File: config.mk
export PLATFORM = sky130hd
export DESIGN_NAME = sidx_agu
export DESIGN_NICKNAME = d
export VERILOG_FILES = /design/src/rtl/agu_pkg.sv /design/src/rtl/agu_mode_dec.sv /design/src/rtl/agu_operand_prep.sv /design/src/rtl/agu_sum3.sv /design/src/rtl/agu_pipe_stage.sv /design/src/rtl/sidx_agu.sv
export SDC_FILE = /design/constraint.sdc
export NUM_CORES = 1
export LEC_CHECK = 0
export ABC_AREA = 1
export BUFFER_PORTS_ARGS = -buffer_cell sky130_fd_sc_hd__buf_4
export CORE_MARGIN = 5
export CORE_UTILIZATION = 58
export CTS_CLUSTER_SIZE = 24
export DETAILED_ROUTE_END_ITERATION = 6
export PLACE_DENSITY = 0.84
export SLEW_MARGIN = 20
export SYNTH_ARGS = -nofsm -noshare
export SYNTH_HDL_FRONTEND = slang
export SYNTH_SLANG_ARGS = --single-unit
File: constraint.sdc
create_clock -name clk -period 5.23 [get_ports clk]
set_input_delay 0.523 -clock clk [delete_from_list [all_inputs] [get_ports clk]]
set_output_delay 0.523 -clock clk [all_outputs]
set_load 0.01 [all_outputs]
File: src/rtl/agu_pkg.sv
`timescale 1ns/1ps
package agu_pkg;
  localparam int MODE_W = 3;

  typedef enum logic [MODE_W-1:0] {
    AM_BASE_DISP   = 3'd0,
    AM_BASE_INDEX  = 3'd1,
    AM_SCALED      = 3'd2,
    AM_SCALED_DISP = 3'd3
  } agu_mode_e;

  typedef struct packed {
    logic use_index;
    logic use_shift;
    logic use_disp;
  } term_sel_t;
endpackage

File: src/rtl/agu_mode_dec.sv
`timescale 1ns/1ps
module agu_mode_dec
  import agu_pkg::*;
(
  input  logic [MODE_W-1:0] mode,
  output term_sel_t         sel
);
  always_comb begin
    sel = '0;
    case (mode)
      AM_BASE_DISP:   sel.use_disp  = 1'b1;
      AM_BASE_INDEX:  sel.use_index = 1'b1;
      AM_SCALED: begin
        sel.use_index = 1'b1;
        sel.use_shift = 1'b1;
      end
      AM_SCALED_DISP: begin
        sel.use_index = 1'b1;
        sel.use_shift = 1'b1;
        sel.use_disp  = 1'b1;
      end
      default: sel = '0;
    endcase
  end
endmodule

File: src/rtl/agu_operand_prep.sv
`timescale 1ns/1ps
module agu_operand_prep
  import agu_pkg::*;
#(
  parameter int ADDR_W  = 64,
  parameter int DISP_W  = 32,
  parameter int SCALE_W = 2
) (
  input  term_sel_t          sel,
  input  logic [ADDR_W-1:0]  index,
  input  logic [SCALE_W-1:0] scale,
  input  logic [DISP_W-1:0]  disp,
  output logic [ADDR_W-1:0]  index_term,
  output logic [ADDR_W-1:0]  disp_term
);
  localparam int NSHIFT = 1 << SCALE_W;
  localparam int EXT_W  = ADDR_W - DISP_W;

  logic [ADDR_W-1:0] shifted [NSHIFT];

  generate
    for (genvar g = 0; g < NSHIFT; g++) begin : g_shift
      assign shifted[g] = index << g;
    end
  endgenerate

  logic [ADDR_W-1:0] disp_ext;
  assign disp_ext = {{EXT_W{disp[DISP_W-1]}}, disp};

  always_comb begin
    if (!sel.use_index)     index_term = '0;
    else if (sel.use_shift) index_term = shifted[scale];
    else                    index_term = index;
    disp_term = sel.use_disp ? disp_ext : '0;
  end
endmodule

File: src/rtl/agu_sum3.sv
`timescale 1ns/1ps
module agu_sum3 #(
  parameter int W       = 64,
  parameter bit USE_CSA = 1'b1
) (
  input  logic [W-1:0] a,
  input  logic [W-1:0] b,
  input  logic [W-1:0] c,
  output logic [W-1:0] sum
);
  generate
    if (USE_CSA) begin : g_csa
      logic [W-1:0] part_s;
      logic [W-1:0] part_c;
      assign part_s = a ^ b ^ c;
      assign part_c = ((a & b) | (a & c) | (b & c)) << 1;
      assign sum    = part_s + part_c;
    end else begin : g_chain
      assign sum = a + b + c;
    end
  endgenerate
endmodule

File: src/rtl/agu_pipe_stage.sv
`timescale 1ns/1ps
module agu_pipe_stage #(
  parameter int W = 67
) (
  input  logic         clk,
  input  logic         rst,
  input  logic         up_valid,
  output logic         up_ready,
  input  logic [W-1:0] up_data,
  output logic         dn_valid,
  input  logic         dn_ready,
  output logic [W-1:0] dn_data
);
  logic         full_q;
  logic [W-1:0] data_q;

  assign up_ready = !full_q || dn_ready;

  always_ff @(posedge clk) begin
    if (rst)           full_q <= 1'b0;
    else if (up_ready) full_q <= up_valid;
  end

  always_ff @(posedge clk) begin
    if (up_valid && up_ready) data_q <= up_data;
  end

  assign dn_valid = full_q;
  assign dn_data  = data_q;
endmodule

File: src/rtl/sidx_agu.sv
`timescale 1ns/1ps
module sidx_agu
  import agu_pkg::*;
#(
  parameter int ADDR_W  = 64,
  parameter int DISP_W  = 32,
  parameter int SCALE_W = 2,
  parameter bit USE_CSA = 1'b1
) (
  input  logic               clk,
  input  logic               rst,
  input  logic               in_valid,
  output logic               in_ready,
  input  logic [MODE_W-1:0]  in_mode,
  input  logic [ADDR_W-1:0]  in_base,
  input  logic [ADDR_W-1:0]  in_index,
  input  logic [SCALE_W-1:0] in_scale,
  input  logic [DISP_W-1:0]  in_disp,
  output logic               out_valid,
  input  logic               out_ready,
  output logic [ADDR_W-1:0]  out_addr,
  output logic [MODE_W-1:0]  out_mode
);
  localparam int PAY_W = ADDR_W + MODE_W;

  term_sel_t         sel;
  logic [ADDR_W-1:0] index_term;
  logic [ADDR_W-1:0] disp_term;
  logic [ADDR_W-1:0] ea;
  logic [PAY_W-1:0]  pay_in;
  logic [PAY_W-1:0]  pay_out;

  agu_mode_dec u_dec (
    .mode (in_mode),
    .sel  (sel)
  );

  agu_operand_prep #(
    .ADDR_W  (ADDR_W),
    .DISP_W  (DISP_W),
    .SCALE_W (SCALE_W)
  ) u_prep (
    .sel        (sel),
    .index      (in_index),
    .scale      (in_scale),
    .disp       (in_disp),
    .index_term (index_term),
    .disp_term  (disp_term)
  );

  agu_sum3 #(
    .W       (ADDR_W),
    .USE_CSA (USE_CSA)
  ) u_sum (
    .a   (in_base),
    .b   (index_term),
    .c   (disp_term),
    .sum (ea)
  );

  assign pay_in = {in_mode, ea};

  agu_pipe_stage #(
    .W (PAY_W)
  ) u_stage (
    .clk      (clk),
    .rst      (rst),
    .up_valid (in_valid),
    .up_ready (in_ready),
    .up_data  (pay_in),
    .dn_valid (out_valid),
    .dn_ready (out_ready),
    .dn_data  (pay_out)
  );

  assign out_addr = pay_out[ADDR_W-1:0];
  assign out_mode = pay_out[PAY_W-1:ADDR_W];
endmodule

==> metrics <==
pin count of the biggest net entering global routing around 70; Multi-input gate area around 7800 µm²; Slew Limit Headroom 39.6%; #FFs+latches synth 68; post-synthesis mux area share under 10%; count of hold-fix buffers inserted at cts 0; Clock Power Share between 10% and 20%; part of the power in registers about 25%; Vias/cell between 5 and 6; # DRC 0; Layout Area Growth over Synthesis 19.7%; vias in the first global route approximately 12000; # diodes 0; largest family of logic cells by synthesized area simple AND/OR/NAND/NOR gates; DP Cell Count 2435; max_cap viols 0; clock tree from TritonCTS built; final setup TNS 0 ns; Post-Synth XOR/XNOR Area under 10%; drt wl/cell 16.4 µm; clk sink count 68; net switching power around 1500 µW; DR iter-0 viols between 1000 and 1500; fin cells 2451; Startpoint Class input pin; Worst EP required between 5 and 6 ns; Rows 51; final hold vios 0; fraction of power consumed by combinational cells a little under three fifths; Yosys warning count 0; minimum clock period approximately 4.5 ns; initial core utilization around three fifths; final cell area excluding filler cells between 10000 and 15000 µm²; measured slew at the worst slew-check pin ~0.91 ns; Synth async-reset ratio 0%; antenna viol nets, final 0; Die H between 150 and 200 µm; post-synthesis compound-gate area fraction between 10% and 20%; FF+latch area 2030 µm²; DP Worst Slack around 0.68 ns; gpl congestion between 1 and 1.5; WL final about 40000 µm; Port Buffers 237; part of the Yosys area used for sequential elements 17.5%; Post-synth EDFFs 67; setup bufs post-CTS 0; post-route clock period utilization between 80% and 90%; run status finished clean; clock tree root driver cell clkbuf_16; syn_nets 2261; Post-Route Skew slightly above 0.007 ns; achievable frequency ~0.22 GHz; crit path max fanout 61; full die area between 20000 and 25000 µm²; initial antenna violation count 0; global-route wire length before repair between 60000 and 70000 µm; Clock Latency Late Sink roughly 0.35 ns; Yosys cell types 35; Post-Synthesis Cell Area between 10000 and 15000 µm²; CTS buffer count 9; clock buffer depth 2; grt ovf 0; clock transition at the registers of the reported paths approximately 0.060 ns; Sw Ratio 45.9%; layout cells sized above 1 between 10% and 20%; DRT Pass-1 Iters 7; worst endpoint data arrival time around 4.5 ns; area share of fa/ha/maj cells after synthesis between 15 and 20%; main flop type after synthesis edfxtp_1; Synth Area in Simple Gates between 30% and 40%; DP Area between 10000 and 15000 µm²; Worst Setup Path Type input pin to flop; layout net count around 2500; H-tree levels 3; Die W about 150 µm; Via Count ~13000; Final Max Tran Viols 0; Leak Pwr roughly 0.008 µW; worst min path class input pin to flop; GR Util All Layers a little over a third; num ports 238; Finish-stage setup viols 0; unrepaired setup endpoints after global routing no; fillers ~1800; critical path endpoint category flop; Final WS setup 0.770 ns; worst IR drop on VDD approximately 0.00014 V; # resized after CTS 0; Post-DP HPWL about 34000 µm; Internal 1740 µW; pwr dens 231 nW/µm²; Cells after Synth around 2000; synthesized area per cell 5.92 µm²; core area 19600 µm²; worst hold slack roughly 0.33 ns
power by group through the flow:
| stage | logic (µW) | clock network [µW] | registers, µW |
|---|---|---|---|
| 2_1_floorplan | 1060 | 0 | 852 |
| 3_3_place_gp | 1760 | 0 | 797 |
| 3_5_place_dp | 1790 | 0 | 800 |
| 4_1_cts | 1800 | 581 | 790 |
| 5_1_grt | 2030 | 606 | 796 |
| 6_report | 1840 | 581 | 789 |
final timing paths:
path                                  startpoint             endpoint  slack [ns]  depth (start not counted)
worst max register to register  u_stage.dn_valid  u_stage.dn_data[11]        3.61                          2
worst min register to register  u_stage.dn_valid     u_stage.dn_valid        0.57                          2
worst max-delay path                 in_scale[1]  u_stage.dn_data[35]        0.77                         16
worst min-delay path                         rst     u_stage.dn_valid        0.33                          2
synth_stat cells (7+ instances only):
master,number,area share [%]
a21oi_1,96,4.1
buf_2,20,0.86
clkbuf_1,21,0.68
edfxtp_1,67,17
fa_1,64,11
ha_1,62,6.7
inv_1,420,14
mux2i_1,13,1.1
nand2_1,717,23
nand3_1,57,2.5
nand4_1,14,0.75
nor2_1,160,5.2
nor2_2,9,0.48
nor3_1,10,0.43
nor4_1,12,0.64
o21ai_0,120,5.2
o21bai_1,7,0.45
o22ai_1,29,1.6
xor2_1,29,2.2
flip-flops by register name, summed over array words and instances, names as in the netlist:
register / cells
u_stage.dn_valid: 1
u_stage.dn_data: 67
metrics by stage:
stage,total power [µW],util (%)
floorplan,1910,-
global placement,2560,69.8
detailed placement,2590,69.8
CTS,3170,71.1
global route,3430,71.1
finish,3210,71.1
layer usage:
metal / share of wire [%] / global-route usage [%] / vias up
li1: - / - / 6467
met1: 42 / 50.6 / 5950
met2: 43 / 54.1 / 865
met3: 11 / 3.27 / 110
met4: 3.6 / 11.9 / 0
met5: 0 / 0 / -
final cells by class:
class / count / share of cell area [%]
multi-input combinational: 1428 / 56.2
clock inverter: 6 / 0.287
timing repair buffer: 250 / 13.5
tap: 265 / 2.38
inverter: 424 / 11.4
sequential: 68 / 14.6
clock buffer: 10 / 1.64
critical path: stages:
cell and delay, ns:
buf_4 0.46, inv_1 0.34, buf_4 0.26, buf_4 0.21, o21ai_0 0.20, o22ai_1 0.11
nor2_1 0.14, fa_1 0.44, ha_1 0.45, nand2_1 0.15, nor2_1 0.20, nand2_1 0.20
nor2_1 0.30, nand3_1 0.25, nand4_1 0.15, nand2_1 0.12
logic make-up (layout without fill, tap and decap cells):
| family | after synthesis | count (layout) |
|---|---|---|
| simple gates | 994 | 994 |
| buf+inv | 470 | 690 |
| compound gates | 265 | 265 |
| fa+ha+maj | 126 | 126 |
| flops | 68 | 68 |
| xor+xnor | 30 | 30 |
| mux | 13 | 13 |
layout by cell type (no fill, tap or decap), types with 5 or more instances in the layout:
| cell | synthesis | routed |
|---|---|---|
| nand2_1 | 717 | 717 |
| inv_1 | 420 | 420 |
| buf_4 | 3 | 250 |
| nor2_1 | 160 | 160 |
| o21ai_0 | 120 | 120 |
| a21oi_1 | 96 | 95 |
| edfxtp_1 | 67 | 67 |
| fa_1 | 64 | 64 |
| ha_1 | 62 | 62 |
| nand3_1 | 57 | 57 |
| o22ai_1 | 29 | 29 |
| xor2_1 | 29 | 29 |
| nand4_1 | 14 | 14 |
| mux2i_1 | 13 | 13 |
| nor4_1 | 12 | 12 |
| nor3_1 | 10 | 10 |
| clkbuf_16 | 0 | 9 |
| nor2_2 | 9 | 7 |
| o21bai_1 | 7 | 7 |
| o211ai_1 | 5 | 5 |
| a211oi_1 | 5 | 5 |
Power figures use the tool's default switching activity.
